[config.mk]
export PLATFORM = sky130hd
export DESIGN_NAME = mem_stage_seq
export DESIGN_NICKNAME = d
export VERILOG_FILES = /design/src/rtl/ms_pkg.sv /design/src/rtl/ms_accept.sv /design/src/rtl/ms_req_chan.sv /design/src/rtl/ms_wb_path.sv /design/src/rtl/mem_stage_seq.sv
export SDC_FILE = /design/constraint.sdc
export NUM_CORES = 1
export LEC_CHECK = 0
export ABC_CLOCK_PERIOD_IN_PS = 2400
export BUFFER_PORTS_ARGS = -buffer_cell sky130_fd_sc_hd__buf_2
export CORE_AREA = 3 3 102 104
export DETAILED_ROUTE_END_ITERATION = 8
export DIE_AREA = 0 0 105 107
export GPL_ROUTABILITY_DRIVEN = 0
export PLACE_DENSITY = 0.8
export SETUP_SLACK_MARGIN = 0.5
export SLEW_MARGIN = 20
export SYNTH_ARGS = -nofsm -noshare
export SYNTH_HDL_FRONTEND = slang
export SYNTH_SLANG_ARGS = --single-unit
export TNS_END_PERCENT = 50
[constraint.sdc]
create_clock -name clk -period 2.4 [get_ports clk]
set_clock_uncertainty 0.15 [all_clocks]
set_input_delay 0.48 -clock clk [delete_from_list [all_inputs] [get_ports clk]]
set_output_delay 0.48 -clock clk [all_outputs]
set_load 0.03 [all_outputs]
[src/rtl/ms_pkg.sv]
package ms_pkg;

  typedef enum logic [1:0] {
    OP_ALU    = 2'd0,
    OP_LOAD   = 2'd1,
    OP_STORE  = 2'd2,
    OP_BRANCH = 2'd3
  } op_kind_e;

  // Operations whose result must reach the register file
  function automatic logic writes_reg(input logic [1:0] k);
    return (k == OP_ALU) || (k == OP_LOAD);
  endfunction

  // Operations that need a data-memory read before write-back
  function automatic logic reads_mem(input logic [1:0] k);
    return k == OP_LOAD;
  endfunction

  // Operations that only write data memory
  function automatic logic writes_mem(input logic [1:0] k);
    return k == OP_STORE;
  endfunction

  // Operations that can go to write-back straight away
  function automatic logic result_ready(input logic [1:0] k);
    return k == OP_ALU;
  endfunction

endpackage

[src/rtl/ms_accept.sv]
module ms_accept
  import ms_pkg::*;
(
  input  logic       clk,
  input  logic       rst_n,
  input  logic       ex_req,
  input  logic [1:0] ex_kind,
  input  logic       pend,
  input  logic       wr_busy,
  output logic       take,
  output logic       go_alu,
  output logic       go_load,
  output logic       go_store,
  output logic       go_drop
);

  logic gate_open;

  always_comb begin
    gate_open = !pend && !wr_busy;
    take      = ex_req && gate_open;
    go_alu    = take && result_ready(ex_kind);
    go_load   = take && reads_mem(ex_kind);
    go_store  = take && writes_mem(ex_kind);
    go_drop   = take && !writes_reg(ex_kind) && !writes_mem(ex_kind);
  end

  // Each taken operation falls into exactly one path
  assert_one_path_R2: assert property (@(posedge clk) disable iff (!rst_n)
    take |-> $countones({go_alu, go_load, go_store, go_drop}) == 1);

  assert_paths_need_take_R2: assert property (@(posedge clk) disable iff (!rst_n)
    $onehot0({go_alu, go_load, go_store, go_drop}));

endmodule

[src/rtl/ms_req_chan.sv]
module ms_req_chan (
  input  logic clk,
  input  logic rst_n,
  input  logic set,
  input  logic ack,
  output logic req,
  output logic done
);

  assign done = req && ack;

  always_ff @(posedge clk or negedge rst_n) begin
    if (!rst_n)    req <= 1'b0;
    else if (set)  req <= 1'b1;
    else if (done) req <= 1'b0;
  end

  // A request waits for its own acknowledge
  assert_req_holds_R8: assert property (@(posedge clk) disable iff (!rst_n)
    (req && !ack) |=> req);

  // A channel is never restarted while still busy
  assert_no_restart_R2: assert property (@(posedge clk) disable iff (!rst_n)
    set |-> !req);

  // Acknowledge with request low leaves channel idle
  assert_stray_ack_R9: assert property (@(posedge clk) disable iff (!rst_n)
    (!req && !set && ack) |=> !req);

endmodule

[src/rtl/ms_wb_path.sv]
module ms_wb_path #(
  parameter int DATA_W = 32,
  parameter int DST_W  = 5
) (
  input  logic              clk,
  input  logic              rst_n,
  input  logic              take_alu,
  input  logic              take_load,
  input  logic [1:0]        kind_in,
  input  logic [DST_W-1:0]  dst_in,
  input  logic [DATA_W-1:0] alu_in,
  input  logic              rd_done,
  input  logic [DATA_W-1:0] rd_data,
  input  logic              wb_ack,
  output logic              wb_req,
  output logic [1:0]        wb_kind,
  output logic [DST_W-1:0]  wb_dst,
  output logic [DATA_W-1:0] wb_val,
  output logic              pend
);

  logic wb_set;
  logic wb_done;
  logic pend_set;

  assign wb_set   = take_alu || rd_done;
  assign pend_set = take_alu || take_load;

  ms_req_chan u_wb_chan (
    .clk   (clk),
    .rst_n (rst_n),
    .set   (wb_set),
    .ack   (wb_ack),
    .req   (wb_req),
    .done  (wb_done)
  );

  always_ff @(posedge clk or negedge rst_n) begin
    if (!rst_n)        pend <= 1'b0;
    else if (pend_set) pend <= 1'b1;
    else if (wb_done)  pend <= 1'b0;
  end

  always_ff @(posedge clk or negedge rst_n) begin
    if (!rst_n) begin
      wb_kind <= '0;
      wb_dst  <= '0;
      wb_val  <= '0;
    end else begin
      if (pend_set) begin
        wb_kind <= kind_in;
        wb_dst  <= dst_in;
      end
      if (take_alu)     wb_val <= alu_in;
      else if (rd_done) wb_val <= rd_data;
    end
  end

  // Write-back payload steady while waiting
  assert_wb_stable_R7: assert property (@(posedge clk) disable iff (!rst_n)
    (wb_req && !wb_ack) |=> (wb_req && $stable(wb_val) && $stable(wb_dst)
                             && $stable(wb_kind)));

  // Pending drops right after the write-back handshake
  assert_pend_clear_R6: assert property (@(posedge clk) disable iff (!rst_n)
    (wb_req && wb_ack) |=> (!pend && !wb_req));

  // Stray write-back acknowledge keeps pending
  assert_pend_kept_R9: assert property (@(posedge clk) disable iff (!rst_n)
    (pend && !wb_req && wb_ack) |=> pend);

endmodule

[src/rtl/mem_stage_seq.sv]
module mem_stage_seq
  import ms_pkg::*;
#(
  parameter int DATA_W = 32,
  parameter int ADDR_W = 16,
  parameter int DST_W  = 5
) (
  input  logic              clk,
  input  logic              rst_n,
  input  logic              ex_req,
  input  logic [1:0]        ex_kind,
  input  logic [DST_W-1:0]  ex_dst,
  input  logic [DATA_W-1:0] ex_sdata,
  input  logic [ADDR_W-1:0] ex_addr,
  input  logic [DATA_W-1:0] ex_alu,
  output logic              ex_ack,
  output logic              rd_req,
  output logic [ADDR_W-1:0] rd_addr,
  input  logic              rd_ack,
  input  logic [DATA_W-1:0] rd_data,
  output logic              wr_req,
  output logic [ADDR_W-1:0] wr_addr,
  output logic [DATA_W-1:0] wr_data,
  input  logic              wr_ack,
  output logic              wb_req,
  output logic [1:0]        wb_kind,
  output logic [DST_W-1:0]  wb_dst,
  output logic [DATA_W-1:0] wb_val,
  input  logic              wb_ack,
  output logic              wr_pend
);

  logic take, go_alu, go_load, go_store, go_drop;
  logic rd_done, wr_done;
  logic pend;

  ms_accept u_accept (
    .clk      (clk),
    .rst_n    (rst_n),
    .ex_req   (ex_req),
    .ex_kind  (ex_kind),
    .pend     (pend),
    .wr_busy  (wr_req),
    .take     (take),
    .go_alu   (go_alu),
    .go_load  (go_load),
    .go_store (go_store),
    .go_drop  (go_drop)
  );

  ms_req_chan u_rd_chan (
    .clk   (clk),
    .rst_n (rst_n),
    .set   (go_load),
    .ack   (rd_ack),
    .req   (rd_req),
    .done  (rd_done)
  );

  ms_req_chan u_wr_chan (
    .clk   (clk),
    .rst_n (rst_n),
    .set   (go_store),
    .ack   (wr_ack),
    .req   (wr_req),
    .done  (wr_done)
  );

  ms_wb_path #(.DATA_W(DATA_W), .DST_W(DST_W)) u_wb (
    .clk       (clk),
    .rst_n     (rst_n),
    .take_alu  (go_alu),
    .take_load (go_load),
    .kind_in   (ex_kind),
    .dst_in    (ex_dst),
    .alu_in    (ex_alu),
    .rd_done   (rd_done),
    .rd_data   (rd_data),
    .wb_ack    (wb_ack),
    .wb_req    (wb_req),
    .wb_kind   (wb_kind),
    .wb_dst    (wb_dst),
    .wb_val    (wb_val),
    .pend      (pend)
  );

  always_ff @(posedge clk or negedge rst_n) begin
    if (!rst_n) begin
      rd_addr <= '0;
      wr_addr <= '0;
      wr_data <= '0;
    end else begin
      if (go_load)  rd_addr <= ex_addr;
      if (go_store) begin
        wr_addr <= ex_addr;
        wr_data <= ex_sdata;
      end
    end
  end

  assign ex_ack  = take;
  assign wr_pend = pend;

  // Read in flight implies a pending register write
  assert_rd_pending_R4: assert property (@(posedge clk) disable iff (!rst_n)
    rd_req |-> pend);

  // Write-back request always covered by pending
  assert_wb_pending_R3: assert property (@(posedge clk) disable iff (!rst_n)
    wb_req |-> pend);

  // Stores never overlap a pending register write
  assert_store_no_pend_R5: assert property (@(posedge clk) disable iff (!rst_n)
    wr_req |-> !pend);

  // Pending only rises after an accept
  assert_pend_from_accept_R2: assert property (@(posedge clk) disable iff (!rst_n)
    $rose(pend) |-> $past(ex_ack));

  // Busy stage holds execute off
  assert_stall_R11: assert property (@(posedge clk) disable iff (!rst_n)
    (pend || wr_req) |-> !ex_ack);

  // Read and write payloads steady while waiting
  assert_rd_addr_R8: assert property (@(posedge clk) disable iff (!rst_n)
    (rd_req && !rd_ack) |=> $stable(rd_addr));
  assert_wr_payload_R8: assert property (@(posedge clk) disable iff (!rst_n)
    (wr_req && !wr_ack) |=> ($stable(wr_addr) && $stable(wr_data)));

  // Branch raises no channel
  assert_drop_quiet_R10: assert property (@(posedge clk) disable iff (!rst_n)
    go_drop |=> (!rd_req && !wr_req && !wb_req && !pend));

  // Channel finished: load result goes on to write-back
  assert_load_to_wb_R4: assert property (@(posedge clk) disable iff (!rst_n)
    rd_done |=> (wb_req && !rd_req));

  assert_wr_release_R8: assert property (@(posedge clk) disable iff (!rst_n)
    wr_done |=> !wr_req);

endmodule

==> out/results.ini <==
[outcome]
run_status = finished, final reports clean

[sta]
final_setup_tns_ns = 0
finalCriticalPeriod_ns = 1.86
final_critical_path_setup_slack_ns = 0.544
slew_headroom = 0.635
timing.final.crit_share = 0.773
finalSetupViolations = 0
max_slew.worst_pin.slew_ns = 0.548
report.final.slew_viol_count = 0
clock.fmax_mhz = 539
final-hold-violation-count = 0
grt_setup_unrepaired = yes

[drt]
first_iter_violations = 136
drtPass1Iterations = 4
drt-total-wl_um = 11000
met2WireLength_um = 5740
routed-via-count = 3343
highest_routed_metal_layer = met4
post_detailed_route_count_of_antenna_violating_nets = 0
detail_route.drc_violations = 0
detail_route.wl_per_cell_um = 16.2
met3WireLength_um = 789
routed_via_density = 4.91
route.layer.met1.wl_um = 4270

[power_and_ir_drop]
seq_power_share = 0.372
combPwrFrac = 0.490
switchingPower_w = 0.00374
power_report.internal_total_w = 0.00467
power_density_nw_per_um2 = 1430
share_of_power_burned_in_the_clock_network = 0.139
power_switching_share = 0.444
p_leak_nw = 3.11
peakVddDrop_uv = 751

[global_route]
grt_max_degree = 58
globalRouteTotalUtil = 0.193
grt_pass1_wl_um = 17200
grt.overflow.total = 0
antenna_found_initial = 0
grt_pass1_vias = 3531

[synthesis]
synthesis.instances = 311
synthDominantCellAreaShare = 0.621
postSynthAreaPerCell_sq_um = 13.9
synth_simple_gate_area_share = 0.0549
synth_seq_area_share = 0.621
mappedNetlistArea_sq_um = 4310
syn-num-nets = 436
synth_largest_area_cell = dfrtp_1
synth_compound_area_frac = 0.0395
dominant_combinational_cell_family_by_area_after_synthesis = multiplexers
register_bit_total_from_synthesis = 107
yosys_warnings = 0
adder_and_majority_gate_portion_of_the_synthesized_area = 0
post_synth_num_cell_types = 19
synth_area_leaders = dfrtp_1 62%, mux2_2 18%, mux2i_1 7.4%
synthMuxAreaShare = 0.257
synth-xor-area-share = 0

[die]
rows = 36
fp.dieW_um = 105
num_io_pins = 233
starting_density_of_the_core = 0.447
dieArea_sq_um = 11200
die_height_um = 107
fp.coreArea_sq_um = 9640

[cells_and_area]
layout-drive-gt1-share = 0.604
synthToLayoutAreaGrowth_pct = 36.6
mostFrequentLayoutCell = buf_2
postLayoutCoreUtil = 0.611
number_of_diodes = 0
final_nets = 668
final_cell_mix = 230 x buf_2, 105 x dfrtp_1, 70 x mux2_2

[setup_path]
required_ns = 2.53
timing.setup.critical_path_class = reg -> reg
crit_path_end_kind = flip-flop
worst_r2r_setup_slack_ns = 0.54
worstSetupStartpointType = flip-flop
arrival_ns = 1.98
timing.critical_path.fanout_max = 33

[cts]
numClockSinks = 107
cts_tree = built
clk_transition_reported_paths_ns = 0.10
maximum_buffer_depth_of_the_clock_tree = 2
cts.root.buffer_cell = clkbuf_8
clock_insertion_delay_at_the_later_pin_of_the_skew_report_ns = 0.35
numCtsBuffers = 9
htree_levels = 3

[worst_hold_path]
hold_class = in -> reg

[run]
drv.max_cap_violation_count = 0

[placement]
place_hpwl_um = 8340
buffer_ports.inserted = 232
preCtsSetupSlack_ns = 0.349

[cells in the mapped netlist]
| cell | number |
|---|---|
| buf_6 | 3 |
| and2_1 | 1 |
| inv_1 | 2 |
| nor3_1 | 32 |
| mux2_2 | 70 |
| nand2b_1 | 1 |
| a21oi_1 | 32 |
| dfrtp_1 | 107 |
| mux2i_1 | 32 |
| o21ai_0 | 2 |
| nand2_1 | 4 |
| buf_1 | 6 |
| clkbuf_1 | 9 |
| nand3b_1 | 2 |
| or4b_1 | 1 |
| or2_1 | 1 |
| nor3b_2 | 1 |
| nand3_1 | 1 |
| buf_2 | 4 |
[cell type report]
cell class,count,area [sq um]
Clock inverter,5,77.6
Fill cell,817,3750
Inverter,2,7.51
Clock buffer,11,131
Tap cell,133,166
Sequential cell,107,2680
Timing Repair Buffer,243,1300
Multi-Input combinational cell,180,1530
[sequential cells by signal (all words and copies together) (netlist names)]
register / cells
wr_addr: 16
u_wr_chan.req: 1
rd_addr: 16
u_rd_chan.req: 1
u_wb.u_wb_chan.req: 1
u_wb.wb_val: 32
u_wb.wb_dst: 5
u_wb.wb_kind: 2
u_wb.pend: 1
wr_data: 32
[through the flow]
step / cells / hold WS [ns] / total power (W) / instance area (sq um)
global route: 681 / 0.176 / 0.00885 / 5890
finish: 681 / 0.179 / 0.00841 / 5890
CTS: 680 / 0.155 / 0.00849 / 5870
floorplan: 311 / 0.0344 / 0.00594 / 4340
detailed placement: 663 / 0.321 / 0.00730 / 5650
global placement: 663 / 0.319 / 0.00716 / 5650
[worst max-delay path, cell delays in order (launching register included)]
cell	delay, ns
dfrtp_2	0.45
or4b_1	0.56
or2_1	0.24
buf_6	0.19
a21oi_1	0.16
[logic make-up (layout without fill, tap and decap cells)]
logic type      count (synthesis)  after routing
simple gates                   44             44
flops                         107            107
buf+inv                        24            261
compound gates                 34             34
mux                           102            102
[power by group through the flow]
| stage | logic [W] | clock network, W | registers [W] |
|---|---|---|---|
| CTS | 0.00414 | 0.00121 | 0.00313 |
| global route | 0.00434 | 0.00127 | 0.00323 |
| detailed placement | 0.00414 | 0 | 0.00316 |
| finish | 0.00412 | 0.00117 | 0.00313 |
| floorplan | 0.00101 | 0 | 0.00493 |
| global placement | 0.00406 | 0 | 0.00310 |
[final timing paths]
| path | startpoint | end | cells after the start |
|---|---|---|---|
| max reg2reg | u_wr_chan.req | u_wb.wb_val[27] | 4 |
| min reg2reg | u_wb.wb_kind[1] | u_wb.wb_kind[1] | 1 |
| min | wr_ack | u_wr_chan.req | 2 |
| max | u_wr_chan.req | u_wb.wb_val[27] | 4 |
| max in group asynchronous | rst_n | u_wb.wb_val[29] | 3 |
| min in group asynchronous | rst_n | u_wb.wb_val[22] | 2 |
[layer usage]
metal,global-route usage,vias up
met5,0,-
met4,0.0843,0
met3,0.0494,21
met2,0.345,137
met1,0.219,1623
li1,-,1562
[repair_timing]
| action | 4_1_cts | 5_1_grt |
|---|---|---|
| hold endpoints to repair | 39 | 0 |
| setup buffers | 0 | 1 |
| setup endpoints to repair | 3 | 33 |
| pin swaps | 0 | 0 |
| hold buffers | 1 | 0 |
| gates resized for setup | 1 | 3 |
(Power assumes the default switching activity.)
